**src/rtl/pm_ctrl_pkg.sv**
```systemverilog
package pm_ctrl_pkg;

  typedef enum logic [1:0] {
    POL_FORCE = 2'd0,
    POL_NEVER = 2'd1,
    POL_COND  = 2'd2,
    POL_RSVD  = 2'd3
  } pol_e;

  typedef struct packed {
    logic [1:0] sby_pol;
    logic [1:0] idle_pol;
    logic [1:0] spare;
  } cfg_t;

  // reserved encoding collapses onto the reset (forced) policy
  function automatic pol_e norm_pol(input logic [1:0] raw);
    pol_e p;
    p = pol_e'(raw);
    if (p == POL_RSVD) p = POL_FORCE;
    return p;
  endfunction

endpackage

```
**src/rtl/pm_cfg_regs.sv**
```systemverilog
module pm_cfg_regs
  import pm_ctrl_pkg::*;
#(
  parameter int ADDR_W   = 8,
  parameter int DATA_W   = 32,
  parameter logic [ADDR_W-1:0] CFG_OFFSET = 8'h54
) (
  input  logic              clk,
  input  logic              rst_n,
  input  logic              wr_en,
  input  logic              rd_en,
  input  logic [ADDR_W-1:0] addr,
  input  logic [DATA_W-1:0] wdata,
  output logic [DATA_W-1:0] rdata,
  output cfg_t              cfg
);

  localparam int FIELD_W = $bits(cfg_t);
  localparam int PAD_W   = DATA_W - FIELD_W;

  logic hit;
  assign hit = (addr == CFG_OFFSET);

  always_ff @(posedge clk or negedge rst_n) begin
    if (!rst_n)          cfg <= '0;
    else if (wr_en && hit) cfg <= cfg_t'(wdata[FIELD_W-1:0]);
  end

  always_comb begin
    rdata = '0;
    if (rd_en && hit) rdata = {{PAD_W{1'b0}}, cfg};
  end


  cfg_capture_chk: assert property (@(posedge clk) disable iff (!rst_n)
    (wr_en && hit) |=> (cfg == $past(wdata[FIELD_W-1:0])));


  cfg_hold_chk: assert property (@(posedge clk) disable iff (!rst_n)
    !(wr_en && hit) |=> $stable(cfg));

endmodule

```
**src/rtl/pm_idle_fsm.sv**
```systemverilog
module pm_idle_fsm
  import pm_ctrl_pkg::*;
(
  input  logic       clk,
  input  logic       rst_n,
  input  logic [1:0] pol_raw,
  input  logic       idle_req,
  input  logic       tgt_busy,
  output logic       idle_ack
);

  pol_e pol;
  logic ack_nxt;

  assign pol = norm_pol(pol_raw);

  always_comb begin
    unique case (pol)
      POL_NEVER: ack_nxt = 1'b0;
      POL_COND:  ack_nxt = idle_req && !tgt_busy;
      default:   ack_nxt = idle_req;
    endcase
  end

  always_ff @(posedge clk or negedge rst_n) begin
    if (!rst_n) idle_ack <= 1'b0;
    else        idle_ack <= ack_nxt;
  end


  idle_force_chk: assert property (@(posedge clk) disable iff (!rst_n)
    (pol_raw == 2'd0) |=> (idle_ack == $past(idle_req)));


  idle_never_chk: assert property (@(posedge clk) disable iff (!rst_n)
    (pol_raw == 2'd1) |=> !idle_ack);


  idle_drain_chk: assert property (@(posedge clk) disable iff (!rst_n)
    (pol_raw == 2'd2 && tgt_busy) |=> !idle_ack);

endmodule

```
**src/rtl/pm_standby_fsm.sv**
```systemverilog
module pm_standby_fsm
  import pm_ctrl_pkg::*;
(
  input  logic       clk,
  input  logic       rst_n,
  input  logic [1:0] pol_raw,
  input  logic       init_need,
  output logic       standby,
  output logic       permit
);

  pol_e pol;
  logic sby_nxt;

  assign pol = norm_pol(pol_raw);

  always_comb begin
    unique case (pol)
      POL_NEVER: sby_nxt = 1'b0;
      POL_COND:  sby_nxt = !init_need;
      default:   sby_nxt = 1'b1;
    endcase
  end

  // reset policy is forced, so the master starts in standby
  always_ff @(posedge clk or negedge rst_n) begin
    if (!rst_n) standby <= 1'b1;
    else        standby <= sby_nxt;
  end

  assign permit = !standby;


  sby_never_chk: assert property (@(posedge clk) disable iff (!rst_n)
    (pol_raw == 2'd1) |=> !standby);


  sby_cond_chk: assert property (@(posedge clk) disable iff (!rst_n)
    (pol_raw == 2'd2) |=> (standby == !$past(init_need)));


  sby_force_chk: assert property (@(posedge clk) disable iff (!rst_n)
    (pol_raw == 2'd0) |=> standby);

endmodule

```
**src/rtl/pm_ctrl.sv**
```systemverilog
module pm_ctrl
  import pm_ctrl_pkg::*;
#(
  parameter int ADDR_W = 8,
  parameter int DATA_W = 32,
  parameter logic [ADDR_W-1:0] CFG_OFFSET = 8'h54
) (
  input  logic              clk,
  input  logic              rst_n,
  input  logic              reg_wr_en,
  input  logic              reg_rd_en,
  input  logic [ADDR_W-1:0] reg_addr,
  input  logic [DATA_W-1:0] reg_wdata,
  output logic [DATA_W-1:0] reg_rdata,
  input  logic              idle_req,
  input  logic              tgt_busy,
  input  logic              init_need,
  output logic              idle_ack,
  output logic              standby,
  output logic              init_permit
);

  cfg_t cfg;

  pm_cfg_regs #(
    .ADDR_W(ADDR_W), .DATA_W(DATA_W), .CFG_OFFSET(CFG_OFFSET)
  ) u_regs (
    .clk(clk), .rst_n(rst_n),
    .wr_en(reg_wr_en), .rd_en(reg_rd_en), .addr(reg_addr),
    .wdata(reg_wdata), .rdata(reg_rdata), .cfg(cfg)
  );

  pm_idle_fsm u_idle (
    .clk(clk), .rst_n(rst_n), .pol_raw(cfg.idle_pol),
    .idle_req(idle_req), .tgt_busy(tgt_busy), .idle_ack(idle_ack)
  );

  pm_standby_fsm u_sby (
    .clk(clk), .rst_n(rst_n), .pol_raw(cfg.sby_pol),
    .init_need(init_need), .standby(standby), .permit(init_permit)
  );

endmodule

```
**config.mk**
```make
export PLATFORM = sky130hd
export DESIGN_NAME = pm_ctrl
export DESIGN_NICKNAME = d
export VERILOG_FILES = /design/src/rtl/pm_ctrl_pkg.sv /design/src/rtl/pm_cfg_regs.sv /design/src/rtl/pm_idle_fsm.sv /design/src/rtl/pm_standby_fsm.sv /design/src/rtl/pm_ctrl.sv
export SDC_FILE = /design/constraint.sdc
export NUM_CORES = 1
export LEC_CHECK = 0
export BUFFER_PORTS_ARGS = -buffer_cell sky130_fd_sc_hd__buf_4
export CORE_MARGIN = 2
export CORE_UTILIZATION = 33
export CTS_CLUSTER_SIZE = 28
export DETAILED_ROUTE_END_ITERATION = 8
export PLACE_DENSITY = 0.85
export SYNTH_ARGS = -nofsm -noshare
export SYNTH_HDL_FRONTEND = slang
export SYNTH_SLANG_ARGS = --single-unit
```
**constraint.sdc**
```tcl
create_clock -name clk -period 2.1 [get_ports clk]
set_input_delay 0.315 -clock clk [delete_from_list [all_inputs] [get_ports clk]]
set_output_delay 0.315 -clock clk [all_outputs]
set_load 0.02 [all_outputs]
```
==> impl_metrics.toml <==
[route]
drt-initial-drc-count = 3
routed.top_layer = "met4"
wl_met3_um = 123
route.detailed.wl_per_inst_um = 9.62
drc_errors = 0
final_antenna_net_count = 0
wl_met2_um = 660
drt_pre_antenna_iters = 3
wl_met1_um = 299
wl_mm = 1.12
vias_per_cell = 3.74
vias = 434

[worst_hold_path]
hold_depth = 2
min_from = "idle_req"
hp-class = "primary input to flip-flop"
min_to = "u_idle.idle_ack"

[worst_setup_path]
required_ps = 1780
cp_max_fo = 6
timing.rr.start = "u_regs.cfg[2]"
rr_worst_depth = 4
r2r_slack_ps = 1080
end_kind = "primary output"
r2r-end = "u_idle.idle_ack"
cp.arrival_ps = 1290
startpoint_type = "primary input"
crit_type = "primary input to primary output"

[global_routing]
grt.total_usage_pct = 10.5
grt_pass1_vias = 388
overflow = 0
grt_pass1_wl_mm = 1.55
antenna_found_initial = 0
grt_max_degree = 9

[cells_and_area]
area_growth_pct = 30.2
drive_above_1_share_pct = 48.4
antenna_cells = 0
num-nets-final = 140
stdcell_area_um2 = 792
post-route-util_pct = 45.9

[floorplan]
core_area_um2 = 1730
initial_core_util_pct = 35.2
dieHeight_um = 46.9
pin_count = 82
die-area_um2 = 2200
dieWidth_um = 46.9
rows = 15

[cts]
cts_buffer_depth = 2
htreeDepth = 1
post_cts_buffers = 0
cts_buffers = 3
cts_tree = "done"
path_clk_slew_ps = 60
cts_root_buffer = "clkbuf_4"
clk-insertion-delay-late_ps = 260
cts_sinks = 8

[place]
post-place-ws_ps = 494
gp_congestion = 0.635
dp_hpwl_um = 972
portBuffers = 29
place_area_um2 = 756

[logic_synthesis]
yosys-top-cells-area = "buf_4 (32%), dfrtp_1 (29%), mux2_2 (13%), and2_1 (6.2%), dfstp_2 (4.3%)"
yosysWarnings = 0
netlist.area_leader.share_pct = 32.1
postSynthAreaPerCell_um2 = 10.5
yosysMostFrequentCell = "buf_4"
netlist_instances = 58
synth_common_cells = "buf_4 (26), dfrtp_1 (7), mux2_2 (7)"
syn_area_um2 = 608
synth_seq_cells = 8
yosys.cell_types.count = 15
seq_area_frac_synth_pct = 33.1
synth_edf_count = 0
synth-main-ff-cell = "dfrtp_1"
synth_area_leader_cell = "buf_4"
async_flop_share_pct = 100

[timing]
final.min_clock_period_ps = 1610
fmax_mhz = 622
fin_worst_skew_ps = 5.28
setup_ws_ps = 493
rsz0062_at_grt = "false"
tns_ps = 0
slew_violations = 0
fin_crit_sh_pct = 76.5
setup_violations = 0
hold_violations = 0

[job]
drv_cap = 0

[power]
p_per_area_nw_per_um2 = 511
ir_drop_uv = 367
finalPower_uw = 405
p_leak_nw = 0.446

[outcome]
status = "complete, no violations"
[critical path, stage by stage]
cell and delay, ps:
buf_4 120, nor4b_4 300, and3_2 270, and2_1 150, buf_4 140
[what timing repair did]
action	in CTS	in global routing
endpoints found under the hold margin	7	0
resized for setup	0	0
hold buffers	1	0
[routing by layer]
| layer | global-route usage (%) | vias up |
|---|---|---|
| li1 | - | 199 |
| met1 | 8.73 | 199 |
| met2 | 20.0 | 33 |
| met3 | 3.08 | 3 |
| met4 | 8.33 | 0 |
| met5 | 0 | - |
[through the flow]
step,hold WS [ps],instances
2_1_floorplan,19.4,83
3_3_place_gp,136,111
3_5_place_dp,138,111
4_1_cts,250,116
5_1_grt,262,116
6_report,254,116
[kinds of logic (layout without fill, tap and decap cells)]
logic type	count (synthesis)	after routing	synth area share, %
and+or+nand+nor	12	12	16.7
other	1	26	0.617
AOI/OAI and AO/OA	1	1	1.24
adders and majority gates	1	1	2.06
muxes	7	7	13.0
DFF	8	8	33.1
buffers and inverters	28	36	33.3
[worst max-delay path by stage]
stage	startpoint	endpoint	slack, ps	cells after the start
floorplan	reg_addr[1]	reg_rdata[0]	730	3
global placement	reg_addr[1]	reg_rdata[3]	510	5
detailed placement	reg_addr[1]	reg_rdata[2]	490	5
CTS	reg_addr[1]	reg_rdata[5]	490	5
global route	reg_addr[1]	reg_rdata[5]	440	5
finish	reg_addr[1]	reg_rdata[5]	490	5
[report_power, final]
group	leakage [nW]	switching (mW)	internal (mW)
sequential	0.105	0.00469	0.164
clock	0.0150	0.0607	0.0732
combinational	0.326	0.0622	0.0404
total	0.446	0.128	0.277
[registers in the layout, summed over array words and instances (netlist names)]
| name | count |
|---|---|
| u_regs.cfg | 6 |
| u_idle.idle_ack | 1 |
| u_sby.standby | 1 |
[layout by cell type (no fill, tap or decap)]
cell type and instances:
and3_2 1, ha_1 1, and2_1 6, clkbuf_4 3, dfstp_2 1, conb_1 26, nand2_1 1, mux2_2 7
inv_1 2, nand3_2 1, dlygate4sd3_1 1, dfrtp_1 7, nor2b_1 1, nor4b_4 1, o21a_1 1, and4bb_2 1
clkbuf_1 1, buf_4 29
[cell type report]
| class | instances | area, um^2 |
|---|---|---|
| timing repair buffer | 30 | 228 |
| multi-input combinational | 47 | 298 |
| sequential | 8 | 201 |
| clock buffer | 4 | 26.3 |
| tap | 25 | 31.3 |
| inverter | 2 | 7.51 |
| fill | 177 | 935 |
(Power assumes the default switching activity.)
